## config.mk

```make
export PLATFORM = sky130hd
export DESIGN_NAME = nand_timing_ctrl
export DESIGN_NICKNAME = d
export VERILOG_FILES = /design/src/rtl/nfc_pkg.sv /design/src/rtl/nfc_ctrl.sv /design/src/rtl/nfc_datapath.sv /design/src/rtl/nand_timing_ctrl.sv
export SDC_FILE = /design/constraint.sdc
export NUM_CORES = 1
export LEC_CHECK = 0
export BUFFER_PORTS_ARGS = -buffer_cell sky130_fd_sc_hd__buf_2
export CAP_MARGIN = 20
export CORE_MARGIN = 5
export CORE_UTILIZATION = 45
export DETAILED_ROUTE_END_ITERATION = 12
export GPL_ROUTABILITY_DRIVEN = 0
export GPL_TIMING_DRIVEN = 0
export PLACE_DENSITY_LB_ADDON = 0.25
export SLEW_MARGIN = 10
export SYNTH_ARGS = -nofsm -noshare
export SYNTH_HDL_FRONTEND = slang
export SYNTH_SLANG_ARGS = --single-unit
```

## constraint.sdc

```tcl
create_clock -name clk -period 3.7 [get_ports clk]
set_input_delay 0.185 -clock clk [delete_from_list [all_inputs] [get_ports clk]]
set_output_delay 0.185 -clock clk [all_outputs]
set_load 0.03 [all_outputs]
```

## src/rtl/nfc_pkg.sv

```systemverilog
`timescale 1ns/1ps
package nfc_pkg;

  // register offsets on the processor port
  localparam int ADDR_W = 6;
  localparam logic [ADDR_W-1:0] OFF_CFG = 6'h00;
  localparam logic [ADDR_W-1:0] OFF_CTL = 6'h04;
  localparam logic [ADDR_W-1:0] OFF_CMD = 6'h08;
  localparam logic [ADDR_W-1:0] OFF_ADR = 6'h0C;
  localparam logic [ADDR_W-1:0] OFF_DAT = 6'h10;
  localparam logic [ADDR_W-1:0] OFF_STS = 6'h20;

  // field positions inside the timing and control registers
  localparam int SETUP_LSB   = 12;
  localparam int ACT_LSB     = 8;
  localparam int HOLD_LSB    = 4;
  localparam int CTL_EN_BIT  = 0;
  localparam int CTL_CEN_BIT = 1;
  localparam int CTL_ECC_BIT = 4;
  localparam int STS_RDY_BIT = 0;

  // data packing
  localparam int WORD_BYTES = 4;
  localparam int WORD_W     = 8 * WORD_BYTES;
  localparam int LANE_W     = $clog2(WORD_BYTES);

  typedef enum logic [2:0] {
    PH_IDLE,
    PH_SETUP,
    PH_ACTIVE,
    PH_HOLD,
    PH_DONE
  } phase_e;

  typedef enum logic [1:0] {
    XF_CMD,
    XF_ADDR,
    XF_WDATA,
    XF_RDATA
  } xfer_e;

  // strobes from the sequencer to the datapath
  typedef struct packed {
    logic              loadWord;   // capture write word at access start
    logic              clearRd;    // clear read assembly buffer
    logic              captureRd;  // latch flash byte into current lane
    logic [LANE_W-1:0] lane;       // byte lane of the running bus cycle
  } seq_strobe_t;

endpackage

```

## src/rtl/nfc_ctrl.sv

```systemverilog
`timescale 1ns/1ps
module nfc_ctrl
  import nfc_pkg::*;
#(
  parameter int SETUP_BITS = 2,
  parameter int WIDTH_BITS = 3
) (
  input  logic                  clk,
  input  logic                  rstN,
  input  logic [ADDR_W-1:0]     busAddr,
  input  logic                  busWr,
  input  logic                  busRd,
  input  logic                  busWord,
  input  logic                  ctlEn,
  input  logic [SETUP_BITS-1:0] setupFld,
  input  logic [WIDTH_BITS-1:0] actFld,
  input  logic [WIDTH_BITS-1:0] holdFld,
  output logic                  busWait,
  output logic                  nandCle,
  output logic                  nandAle,
  output logic                  nandWeN,
  output logic                  nandReN,
  output logic                  nandDoe,
  output seq_strobe_t           dpCtl
);

  localparam int CNT_W = (SETUP_BITS > WIDTH_BITS) ? SETUP_BITS : WIDTH_BITS;
  localparam logic [LANE_W-1:0] LAST_LANE = LANE_W'(WORD_BYTES - 1);

  phase_e            phase;
  xfer_e             kind;
  logic [CNT_W-1:0]  phCnt;
  logic [LANE_W-1:0] lane;
  logic [LANE_W-1:0] lastLane;

  logic hitCmd, hitAdr, hitDat;
  logic flashReq, launch, phEnd, inBurst, isRead;

  always_comb begin
    hitCmd   = (busAddr == OFF_CMD);
    hitAdr   = (busAddr == OFF_ADR);
    hitDat   = (busAddr == OFF_DAT);
    flashReq = (busWr && (hitCmd || hitAdr || hitDat)) || (busRd && hitDat);
    launch   = flashReq && ctlEn && (phase == PH_IDLE);
    phEnd    = (phCnt == '0);
  end

  // phase sequencer: setup -> active -> hold, repeated per byte lane
  always_ff @(posedge clk or negedge rstN) begin
    if (!rstN) begin
      phase    <= PH_IDLE;
      kind     <= XF_CMD;
      phCnt    <= '0;
      lane     <= '0;
      lastLane <= '0;
    end else begin
      unique case (phase)
        PH_IDLE: begin
          if (launch) begin
            phase    <= PH_SETUP;
            phCnt    <= CNT_W'(setupFld);
            lane     <= '0;
            lastLane <= (hitDat && busWord) ? LAST_LANE : '0;
            if (hitCmd)      kind <= XF_CMD;
            else if (hitAdr) kind <= XF_ADDR;
            else if (busWr)  kind <= XF_WDATA;
            else             kind <= XF_RDATA;
          end
        end
        PH_SETUP: begin
          if (phEnd) begin
            phase <= PH_ACTIVE;
            phCnt <= CNT_W'(actFld);
          end else begin
            phCnt <= phCnt - 1'b1;
          end
        end
        PH_ACTIVE: begin
          if (phEnd) begin
            phase <= PH_HOLD;
            phCnt <= CNT_W'(holdFld);
          end else begin
            phCnt <= phCnt - 1'b1;
          end
        end
        PH_HOLD: begin
          if (phEnd) begin
            if (lane == lastLane) begin
              phase <= PH_DONE;
            end else begin
              phase <= PH_SETUP;
              phCnt <= CNT_W'(setupFld);
              lane  <= lane + 1'b1;
            end
          end else begin
            phCnt <= phCnt - 1'b1;
          end
        end
        PH_DONE: phase <= PH_IDLE;
        default: phase <= PH_IDLE;
      endcase
    end
  end

  // pin and datapath strobes decoded from registered state
  always_comb begin
    inBurst = (phase == PH_SETUP) || (phase == PH_ACTIVE) || (phase == PH_HOLD);
    isRead  = (kind == XF_RDATA);
    nandCle = inBurst && (kind == XF_CMD);
    nandAle = inBurst && (kind == XF_ADDR);
    nandDoe = inBurst && !isRead;
    nandWeN = !((phase == PH_ACTIVE) && !isRead);
    nandReN = !((phase == PH_ACTIVE) && isRead);
    busWait = flashReq && ctlEn && (phase != PH_DONE);

    dpCtl.loadWord  = launch;
    dpCtl.clearRd   = launch;
    dpCtl.captureRd = (phase == PH_ACTIVE) && phEnd && isRead;
    dpCtl.lane      = lane;
  end

endmodule

```

## src/rtl/nfc_datapath.sv

```systemverilog
`timescale 1ns/1ps
module nfc_datapath
  import nfc_pkg::*;
#(
  parameter int SETUP_BITS  = 2,
  parameter int WIDTH_BITS  = 3,
  parameter int SYNC_STAGES = 2
) (
  input  logic                  clk,
  input  logic                  rstN,
  input  logic [ADDR_W-1:0]     busAddr,
  input  logic                  busWr,
  input  logic [WORD_W-1:0]     busWdata,
  input  seq_strobe_t           dpCtl,
  input  logic [7:0]            nandDin,
  input  logic                  nandRb,
  output logic [SETUP_BITS-1:0] setupFld,
  output logic [WIDTH_BITS-1:0] actFld,
  output logic [WIDTH_BITS-1:0] holdFld,
  output logic                  ctlEn,
  output logic                  ctlCeN,
  output logic                  eccInit,
  output logic [WORD_W-1:0]     busRdata,
  output logic [7:0]            nandDout
);

  logic              cfgWr, ctlWr;
  logic              rdySync;
  logic [WORD_W-1:0] wordBuf;
  logic [WORD_W-1:0] rdBuf;
  logic [7:0]        laneBytes [WORD_BYTES];

  assign cfgWr = busWr && (busAddr == OFF_CFG);
  assign ctlWr = busWr && (busAddr == OFF_CTL);

  // timing and control registers
  always_ff @(posedge clk or negedge rstN) begin
    if (!rstN) begin
      setupFld <= '1;
      actFld   <= '1;
      holdFld  <= '1;
      ctlEn    <= 1'b0;
      ctlCeN   <= 1'b1;
      eccInit  <= 1'b0;
    end else begin
      if (cfgWr) begin
        setupFld <= busWdata[SETUP_LSB +: SETUP_BITS];
        actFld   <= busWdata[ACT_LSB +: WIDTH_BITS];
        holdFld  <= busWdata[HOLD_LSB +: WIDTH_BITS];
      end
      if (ctlWr) begin
        ctlEn  <= busWdata[CTL_EN_BIT];
        ctlCeN <= busWdata[CTL_CEN_BIT];
      end
      eccInit <= ctlWr && busWdata[CTL_ECC_BIT];
    end
  end

  // write word held for the whole access, read word assembled per lane
  always_ff @(posedge clk or negedge rstN) begin
    if (!rstN) begin
      wordBuf <= '0;
      rdBuf   <= '0;
    end else begin
      if (dpCtl.loadWord) wordBuf <= busWdata;
      if (dpCtl.clearRd) begin
        rdBuf <= '0;
      end else if (dpCtl.captureRd) begin
        for (int k = 0; k < WORD_BYTES; k++) begin
          if (dpCtl.lane == LANE_W'(k)) rdBuf[8*k +: 8] <= nandDin;
        end
      end
    end
  end

  for (genvar g = 0; g < WORD_BYTES; g++) begin : g_lane
    assign laneBytes[g] = wordBuf[8*g +: 8];
  end
  assign nandDout = laneBytes[dpCtl.lane];

  // ready pin synchroniser
  if (SYNC_STAGES > 1) begin : g_sync_multi
    logic [SYNC_STAGES-1:0] rdyShift;
    always_ff @(posedge clk or negedge rstN) begin
      if (!rstN) rdyShift <= '0;
      else       rdyShift <= {rdyShift[SYNC_STAGES-2:0], nandRb};
    end
    assign rdySync = rdyShift[SYNC_STAGES-1];
  end else begin : g_sync_single
    logic rdyQ;
    always_ff @(posedge clk or negedge rstN) begin
      if (!rstN) rdyQ <= 1'b0;
      else       rdyQ <= nandRb;
    end
    assign rdySync = rdyQ;
  end

  // register read view
  always_comb begin
    busRdata = '0;
    if (busAddr == OFF_CFG) begin
      busRdata[SETUP_LSB +: SETUP_BITS] = setupFld;
      busRdata[ACT_LSB +: WIDTH_BITS]   = actFld;
      busRdata[HOLD_LSB +: WIDTH_BITS]  = holdFld;
    end else if (busAddr == OFF_CTL) begin
      busRdata[CTL_EN_BIT]  = ctlEn;
      busRdata[CTL_CEN_BIT] = ctlCeN;
    end else if (busAddr == OFF_STS) begin
      busRdata[STS_RDY_BIT] = rdySync;
    end else if (busAddr == OFF_DAT) begin
      busRdata = rdBuf;
    end
  end

endmodule

```

## src/rtl/nand_timing_ctrl.sv

```systemverilog
`timescale 1ns/1ps
module nand_timing_ctrl
  import nfc_pkg::*;
#(
  parameter int SETUP_BITS  = 2,
  parameter int WIDTH_BITS  = 3,
  parameter int SYNC_STAGES = 2
) (
  input  logic        clk,
  input  logic        rstN,
  input  logic [5:0]  busAddr,
  input  logic        busWr,
  input  logic        busRd,
  input  logic        busWord,
  input  logic [31:0] busWdata,
  output logic [31:0] busRdata,
  output logic        busWait,
  output logic        nandCle,
  output logic        nandAle,
  output logic        nandWeN,
  output logic        nandReN,
  output logic        nandCeN,
  output logic [7:0]  nandDout,
  output logic        nandDoe,
  input  logic [7:0]  nandDin,
  input  logic        nandRb,
  output logic        eccInit
);

  logic [SETUP_BITS-1:0] setupFld;
  logic [WIDTH_BITS-1:0] actFld;
  logic [WIDTH_BITS-1:0] holdFld;
  logic                  ctlEn;
  seq_strobe_t           dpCtl;

  nfc_ctrl #(
    .SETUP_BITS (SETUP_BITS),
    .WIDTH_BITS (WIDTH_BITS)
  ) ctrl_i (
    .clk      (clk),
    .rstN     (rstN),
    .busAddr  (busAddr),
    .busWr    (busWr),
    .busRd    (busRd),
    .busWord  (busWord),
    .ctlEn    (ctlEn),
    .setupFld (setupFld),
    .actFld   (actFld),
    .holdFld  (holdFld),
    .busWait  (busWait),
    .nandCle  (nandCle),
    .nandAle  (nandAle),
    .nandWeN  (nandWeN),
    .nandReN  (nandReN),
    .nandDoe  (nandDoe),
    .dpCtl    (dpCtl)
  );

  nfc_datapath #(
    .SETUP_BITS  (SETUP_BITS),
    .WIDTH_BITS  (WIDTH_BITS),
    .SYNC_STAGES (SYNC_STAGES)
  ) dp_i (
    .clk      (clk),
    .rstN     (rstN),
    .busAddr  (busAddr),
    .busWr    (busWr),
    .busWdata (busWdata),
    .dpCtl    (dpCtl),
    .nandDin  (nandDin),
    .nandRb   (nandRb),
    .setupFld (setupFld),
    .actFld   (actFld),
    .holdFld  (holdFld),
    .ctlEn    (ctlEn),
    .ctlCeN   (nandCeN),
    .eccInit  (eccInit),
    .busRdata (busRdata),
    .nandDout (nandDout)
  );

endmodule

```

# After elaboration in Yosys (flattened, before gate mapping)
# Cells that the tools add are included.
# word_totals
reg_bits	89
in_bits	52
out_inout_bits	48
elab_cells	127
# classes
n_addsub	2
n_lt_le_gt_ge	1
eq_ne	21
n_mux	41
bitwise	1
n_reduce_logical	44
# op_table
operator	n
$mux W32	3
$mux W8	6
$mux W3	12
$mux W31	1
$mux W30	1
$pmux W3 S4	2
$mux W18	1
$bmux W8 S2	1
$logic_and A1 B1 Y1	16
$mux W2	8
$eq A6 B4 Y1 const B	2
$reduce_bool A2 Y1	6
$reduce_and A2 Y1	5
$ne A2 B1 Y1 const B	4
$reduce_and A4 Y1	2
$eq A2 B2 Y1 const B	3
$eq A3 B2 Y1 const B	2
$eq A6 B3 Y1 const B	1
$eq A6 B5 Y1 const B	1
$eq A6 B6 Y1 const B	1
$logic_not A3 Y1	2
$logic_not A6 Y1	1
$ne A3 B3 Y1 const B	2
$logic_or A1 B1 Y1	5
other kinds (15)	22

# Logic depth before layout (Yosys ltp)
# Gate-level depths: netlist of the first run.
# depth
ltp_word	9
ltp_mapped	8
depth_no_buf	7

# Hierarchy
# Synthesis of the first run repeated with hierarchy kept, for this count alone.
# hier_totals
hier_cells	360
area_unflattened_um2	4369.2
# by_module_without_submodules
module	n_inst	cells_per_inst	area_each_um2	seq_area_each_um2
nfc_datapath	1	265	3503.4	1938.1
nfc_ctrl	1	95	865.8	275.3

# Worst setup path before layout of the first run
# OpenSTA, ideal clock, no wires.
# synth_path
path_kind	input to register
start	in busAddr[3]
end	reg dp_i.wordBuf[10]
setup_ps	125
arrival_time_ps	1956
required_time_ps	3575
path_slack_ps	1619
stages	5
n_path_buf	1
path_cell_list	nor4_4 -> o2111ai_1 -> a2111oi_4 -> buf_4 -> mux2_2
# synth_between
elab_chain_cells	7
word_cells_on_any_way	10
# synth_rtl
item	line	rtl
start: declaration	nand_timing_ctrl.sv:11	input logic [5:0] busAddr,
$eq A6 B4 Y1, on equally long branches	nfc_ctrl.sv:40, nfc_ctrl.sv:41	
$logic_or A1 B1 Y1 (2 in a row)	nfc_ctrl.sv:43	flashReq = (busWr && (hitCmd || hitAdr || hitDat)) || (busRd && hitDat);
$logic_and A1 B1 Y1	nfc_ctrl.sv:43	
$logic_or A1 B1 Y1 *	nfc_ctrl.sv:43	
$logic_and A1 B1 Y1 * (2 in a row)	nfc_ctrl.sv:44	launch = flashReq && ctlEn && (phase == PH_IDLE);
end signal: assignment	nfc_datapath.sv:65	if (dpCtl.loadWord) wordBuf <= busWdata;
end: declaration	nfc_datapath.sv:29	logic [WORD_W-1:0] wordBuf;
# Every way passes the cells marked *; elsewhere a longest branch is shown, timed or not.
# A chain may end at the register's enable or synchronous reset.

# Worst setup path after layout of the first run
# layout_path
start	reg ctrl_i.phase[1]
end	reg dp_i.rdBuf[25]
# layout_between
elab_chain_cells	5
word_cells_on_any_way	9
# layout_rtl
item	line	rtl
start: declaration	nfc_ctrl.sv:30	phase_e phase;
start signal: assignment	nfc_ctrl.sv:51	phase <= PH_IDLE;
start signal: assignment	nfc_ctrl.sv:60	phase <= PH_SETUP;
start signal: assignment	nfc_ctrl.sv:72	phase <= PH_ACTIVE;
$eq A3 B2 Y1	nfc_ctrl.sv:118	dpCtl.captureRd = (phase == PH_ACTIVE) && phEnd && isRead;
$logic_and A1 B1 Y1 (2 in a row)	nfc_ctrl.sv:118	
$reduce_bool A2 Y1 (no line)	-	
$reduce_and A2 Y1 (no line)	-	
end signal: indexed assignment	nfc_datapath.sv:70	if (dpCtl.lane == LANE_W'(k)) rdBuf[8*k +: 8] <= nandDin;
end: declaration	nfc_datapath.sv:30	logic [WORD_W-1:0] rdBuf;
# Parallel ways exist; a longest one is shown, timed or not.

==> results of run 1 <==
[logic make-up (layout without fill, tap and decap cells)]
kind of cell,Yosys count,after routing,synth area share
buffers and inverters,30,148,0.03187
flip-flops,88,88,0.5173
AO/OA/AOI/OAI,55,55,0.08626
XOR/XNOR,1,1,0.002047
AND/OR/NAND/NOR,137,137,0.1664
multiplexers,61,61,0.1787
adder cells (fa/ha/maj),6,6,0.01754
[area by class of cell]
type	count	area [um2]	share of cell area
tap	129	161.4	0.03097
sequential	88	2213	0.4247
buffer	23	110.1	0.02113
multi-input combinational	260	1929	0.3702
inverter	7	26.28	0.005042
clock buffer	9	123.9	0.02377
clock inverter	7	101.3	0.01945
timing repair buffer	102	545.5	0.1047
[through the flow]
| step | power (mW) | hold slack, ps |
|---|---|---|
| after CTS | 2.743 | 22.49 |
| after floorplan | 1.752 | -110.6 |
| final | 2.729 | 41.47 |
| after global routing | 2.887 | 27.28 |
| after detailed placement | 1.984 | 199.8 |
| after global placement | 1.954 | 305.4 |
[state kept, by name, summed over array words and instances (netlist names)]
name,flops
dp_i.wordBuf,32
dp_i.actFld,3
dp_i.setupFld,2
ctrl_i.lastLane,1
dp_i.holdFld,3
ctrl_i.lane,2
ctrl_i.phCnt,3
dp_i.ctlCeN,1
dp_i.rdBuf,32
ctrl_i.phase,3
dp_i.g_sync_multi.rdyShift,2
ctrl_i.kind,2
dp_i.eccInit,1
dp_i.ctlEn,1
[power by group]
group / switching [mW] / internal [mW]
registers: 0.0870 / 1.10
logic: 0.483 / 0.306
clock network: 0.370 / 0.386
[layer usage]
layer / share of wire / wire length (um)
met3: 0.069 / 747
met5: 0.0010 / 11
met2: 0.47 / 5020
met1: 0.45 / 4806
met4: 0.017 / 178
[worst paths after layout]
| check | start | to | slack, ps | cells after the start |
|---|---|---|---|---|
| min reg2reg | dp_i.g_sync_multi.rdyShift[0]$_DFF_PN0_ | dp_i.g_sync_multi.rdyShift[1]$_DFF_PN0_ | 370 | 0 |
| max | ctrl_i.phase[1]$_DFFE_PN0P_ | dp_i.rdBuf[25]$_DFFE_PN0P_ | 1150 | 7 |
| max reg2reg | ctrl_i.phase[1]$_DFFE_PN0P_ | dp_i.rdBuf[25]$_DFFE_PN0P_ | 1150 | 7 |
| min in group asynchronous | rstN | dp_i.wordBuf[23]$_DFFE_PN0P_ | 340 | 2 |
| max in group asynchronous | rstN | dp_i.setupFld[0]$_DFFE_PN1P_ | 2690 | 3 |
| min | busWdata[24] | dp_i.wordBuf[24]$_DFFE_PN0P_ | 40 | 2 |
[synth_stat cells (2+ instances only)]
master / instances / area, um2
nand2b_1: 3 / 18.77
o21ai_0: 3 / 15.01
mux2i_1: 10 / 100.1
nor2_1: 20 / 75.07
nand3_1: 28 / 140.1
buf_2: 4 / 20.02
clkbuf_1: 14 / 52.55
dfstp_2: 9 / 236.5
a21oi_1: 29 / 145.1
nor3_1: 6 / 30.03
mux2_2: 43 / 484.2
inv_1: 7 / 26.28
mux4_2: 8 / 180.2
nor4_2: 2 / 25.02
and3_1: 23 / 143.9
a22o_1: 8 / 70.07
dfrtp_1: 79 / 1977
ha_1: 6 / 75.07
o31ai_1: 4 / 30.03
buf_4: 3 / 22.52
nand4_1: 3 / 18.77
nor2b_1: 5 / 31.28
a22oi_1: 2 / 15.01
nand2_1: 37 / 138.9
[worst reg2reg max path, cell delays in order (launching register included)]
cell and delay [ps]:
dfrtp_1 330, clkbuf_1 370, nand2b_1 180, nor4_2 780, and2_0 220, buf_2 250, mux2i_1 240, nor2_1 60
[repair_timing]
| action | 4_1_cts | 5_1_grt |
|---|---|---|
| hold buffers | 2 | 0 |
| hold endpoints to repair | 38 | 0 |
| buffers inserted | 0 | 0 |
==> run_results.csv, run 1 <==
group,metric,value,unit
pwr,power_density,523.6,nW/um2
sta,clock_skew,14.19,ps
clocking,cts-htree-levels,3,
floorplan,row_count,35,
sta,min_period,2553,ps
final_layout,final_util,0.5640,
global_routing,grt_util_met2,0.3024,
placed_design,place_ws,953.0,ps
placed_design,dp_hpwl,7.960,mm
global_routing,grt_pass1_wl,17.59,mm
detailed_routing,wl_per_cell,17.22,um
floorplan,fp.dieH,107.5,um
synth,syn_area,4279,um2
global_routing,grt_usage,0.1955,
sta,drv_slew,0,
critical_path,path_cells,"clkbuf_1, nand2b_1, nor4_2, and2_0, buf_2, mux2i_1, nor2_1",
detailed_routing,post-route-drc-count,0,
critical_path,path_max_fanout,10,
sta,slew_headroom,0.3871,
sta,post-route-period-util,0.6901,
global_routing,grt_pass1_vias,3401,
synth,async_flop_share,1.000,
final_layout,diodes,0,
synth,ys_types,46,
synth,synth_top_flop_cell,"dfrtp_1",
final_layout,layout_commonest_cell,"buf_2",
sta,setup_viol,0,
final_layout,finish.instance_area,5211,um2
critical_path,cp_slowest_stage_delay,780,ps
critical_path,critPathBufInv,2,
detailed_routing,via_count,3346,
global_routing,grt_max_degree,52,
global_routing,use_met1,0.2607,
global_routing,use_met3,0.05819,
clocking,clk_pin_slew,100,ps
critical_path,cp_slowest_cell,"nor4_2",
detailed_routing,drt_first_pass_iters,4,
critical_path,crit_required,3950,ps
critical_path,cp-start-kind,"flop",
global_routing,top_usage_layer,"met2",
clocking,clk_latency,360,ps
synth,ys_ff_latch,88,
global_routing,antenna_found_initial,1,
floorplan,dieArea,11560,um2
run,drv_cap,0,
sta,tightest_slew,911.8,ps
critical_path,cp.arrival,2800,ps
critical_path,end_kind,"flop",
floorplan,die_w,107.5,um
sta,hold_viol,0,
synth,syn_avg_cell_area,11.32,um2
final_layout,layout.nets,549,
floorplan,initial_core_util,0.4631,
critical_path,path_class,"flop to flop",
final_layout,num-fill-cells,807,
synth,ys_seq_area_frac,0.5173,
detailed_routing,routed_via_density,5.354,
floorplan,io_pins,100,
detailed_routing,routed_wl,10.76,mm
final_layout,drive_gt1_frac,0.3810,
pwr,vdd.ir_drop.worst,0.0002189,V
floorplan,coreArea,9240,um2
clocking,cts_sinks,88,
run_status,status,"finished clean",
detailed_routing,antenna_left,0,
sta,fmax,391.7,MHz
sta,finalWorstSetupSlack,1147,ps
final_layout,final_cell_mix,"buf_2 (102), dfrtp_1 (79), mux2_2 (43), nand2_1 (37), a21oi_1 (29)",
clocking,cts_tree,"done",
global_routing,grt_overflow_total,0,
placed_design,place_area,4966,um2
placed_design,dp_cells,607,
synth,synth_edf_count,0,
final_layout,layout.cells.non_filler,625,
clocking,cts_buffer_depth,2,
pwr,leakage,2.614,nW
clocking,cts_buffers,9,
synth,synth_warnings,0,
clocking,root_buffer,"clkbuf_8",
placed_design,io_buffer_count,99,
min_path,hold_path.class,"primary input to flop",
sta,rsz0062_at_grt,"no",
critical_path,cp_top_family,"simple AND/OR/NAND/NOR gates",
clocking,cts_resized,0,
sta,fin_tns_setup,0,ps
synth,netlist_instances,378,
final_layout,syn_to_final_growth,21.78,%
detailed_routing,dr.first_iter.drc_count,185,
synth,synth_nets,436,
(Power assumes the default switching activity.)
==> run 2, diff against run 1 <==
- clock period: 3.7 -> 2.1 ns (I/O delays scaled with it)
==> run 2 against run 1 <==
Effect of this change:
- clock skew decreased by 3.6 ps
- sequential share of layout area decreased by 3.0 points
- hold slack worse by 14 ps
- wire length up 3.6%
- largest cell class unchanged
- die area is the same
- core utilization grew 4.3 points
- highest routed layer is now met4
- flip-flop and latch count unchanged
- largest power group unchanged
- setup slack got worse by 1000 ps
- non-clock buffer count is 34 higher
- critical path type unchanged
- first-iteration DRC count down 16%
==> run_results.csv, run 2 (synthesized netlist as in run 1, its figures left out) <==
group,metric,value,unit
final_layout,finish.instance_area,5604,um2
critical_path,path_class,"flop to flop",
clocking,cts-htree-levels,3,
clocking,clk_pin_slew,90,ps
placed_design,dp_cells,607,
floorplan,coreArea,9240,um2
floorplan,row_count,35,
placed_design,place_ws,-567.0,ps
detailed_routing,via_count,3524,
run,drv_cap,0,
global_routing,grt_pass1_vias,3552,
detailed_routing,post-route-drc-count,0,
clocking,root_buffer,"clkbuf_8",
final_layout,num-fill-cells,764,
min_path,hold_path.class,"primary input to flop",
pwr,power_density,874.3,nW/um2
critical_path,crit_required,2350,ps
sta,slew_headroom,0.5595,
global_routing,use_met1,0.2659,
final_layout,final_cell_mix,"buf_2 (101), dfrtp_1 (79), mux2_2 (43), nand2_1 (35), dlygate4sd3_1 (34)",
final_layout,diodes,0,
global_routing,antenna_found_initial,0,
final_layout,drive_gt1_frac,0.3830,
min_path,holdPathStages,3,
pwr,leakage,2.785,nW
sta,min_period,1962,ps
detailed_routing,antenna_left,0,
clocking,clk_latency,360,ps
floorplan,die_w,107.5,um
final_layout,layout.cells.non_filler,659,
final_layout,layout.nets,583,
global_routing,grt_max_degree,52,
global_routing,top_usage_layer,"met2",
critical_path,r2r_slack,140,ps
global_routing,use_met3,0.05099,
critical_path,path_max_fanout,8,
global_routing,grt_usage,0.2037,
detailed_routing,wl_per_cell,16.93,um
placed_design,io_buffer_count,99,
critical_path,r2r_cells,9,
sta,drv_slew,0,
global_routing,grt_overflow_total,0,
sta,hold_viol,0,
clocking,cts_buffers,9,
sta,setup_viol,0,
global_routing,grt_util_met2,0.3308,
run_status,status,"finished clean",
placed_design,dp_hpwl,7.960,mm
sta,post-route-period-util,0.9343,
placed_design,place_area,4966,um2
detailed_routing,dr.first_iter.drc_count,156,
clocking,cts_sinks,88,
clocking,cts_buffer_depth,2,
final_layout,syn_to_final_growth,30.96,%
sta,clock_skew,10.59,ps
clocking,cts_tree,"done",
floorplan,fp.dieH,107.5,um
pwr,vdd.ir_drop.worst,0.0003950,V
detailed_routing,routed_wl,11.15,mm
floorplan,io_pins,100,
global_routing,grt_pass1_wl,18.36,mm
critical_path,end_kind,"flop",
detailed_routing,routed_via_density,5.347,
sta,tightest_slew,659.4,ps
final_layout,layout_commonest_cell,"buf_2",
detailed_routing,drt_first_pass_iters,4,
sta,finalWorstSetupSlack,137.9,ps
critical_path,cp-start-kind,"flop",
final_layout,final_util,0.6065,
sta,fmax,509.7,MHz
critical_path,cp.arrival,2210,ps
floorplan,dieArea,11560,um2
floorplan,initial_core_util,0.4631,
final_layout,reg_top3,"dp_i.rdBuf (32), dp_i.wordBuf (32)",
-- run 2: changes by cell type in the layout (fill, tap and decap cells not counted), moves of 2 or more --
cell	before	now
buf_4	4	8
nand2_2	0	2
clkbuf_2	0	3
nand2_1	37	35
dlygate4sd3_1	2	34
clkbuf_1	14	9
-- run 2: repair_timing --
item / 4_1_cts / 5_1_grt
endpoints found under the setup margin: 73 / 41
hold buffers: 34 / 0
endpoints found under the hold margin: 78 / 0
resized for setup: 7 / 13
buffers inserted: 4 / 0
pin swaps: 2 / 0
-- run 2: report_power, final --
group,switching [mW],internal [mW],total (mW)
Combinational,0.851,0.605,1.46
Sequential,0.184,1.93,2.12
Clock,0.645,0.680,1.33
Total,1.68,3.22,4.90
-- run 2: area by class of cell --
cell class,count,area (um2),area share
Timing Repair Buffer,138,895.9,0.1599
Buffer,21,116.4,0.02076
Clock buffer,9,123.9,0.02210
Tap cell,129,161.4,0.02880
Multi-Input combinational cell,260,1966,0.3507
Clock inverter,7,101.3,0.01808
Inverter,7,26.28,0.004689
Sequential cell,88,2213,0.3950
-- run 2: path summary, 6_finish.rpt --
| path | start | to |
|---|---|---|
| setup reg to reg | ctrl_i.phCnt[0]$_DFFE_PN0P_ | dp_i.rdBuf[25]$_DFFE_PN0P_ |
| hold / removal | nandDin[5] | dp_i.rdBuf[21]$_DFFE_PN0P_ |
| setup / recovery | ctrl_i.phCnt[0]$_DFFE_PN0P_ | dp_i.rdBuf[25]$_DFFE_PN0P_ |
| max in group asynchronous | rstN | dp_i.setupFld[0]$_DFFE_PN1P_ |
| min in group asynchronous | rstN | dp_i.wordBuf[23]$_DFFE_PN0P_ |
| hold reg to reg | dp_i.g_sync_multi.rdyShift[0]$_DFF_PN0_ | dp_i.g_sync_multi.rdyShift[1]$_DFF_PN0_ |
-- run 2: worst max-delay path, cell delays in order (launching register included) --
cell      delay, ps
dfrtp_1         410
inv_2           100
ha_4            170
nand2b_1        130
nor4_4          230
buf_4           190
and2_0          160
buf_6           170
mux2i_2         240
nor2_1           60
-- run 2: layer usage --
metal / wire [um] / part of all wire
met2: 5409 / 0.48
met1: 4738 / 0.42
met3: 844 / 0.076
met4: 161 / 0.014
met5: 0 / 0
-- run 2: metrics by stage --
| step | power [mW] | hold slack, ps | setup TNS, ps |
|---|---|---|---|
| 6_report | 4.899 | 27.76 | 0 |
| 3_3_place_gp | 3.443 | 225.4 | -29710 |
| 5_1_grt | 5.191 | 21.55 | -1.450 |
| 4_1_cts | 4.892 | 8.901 | 0 |
| 2_1_floorplan | 3.086 | -190.6 | 0 |
| 3_5_place_dp | 3.496 | 119.8 | -33090 |
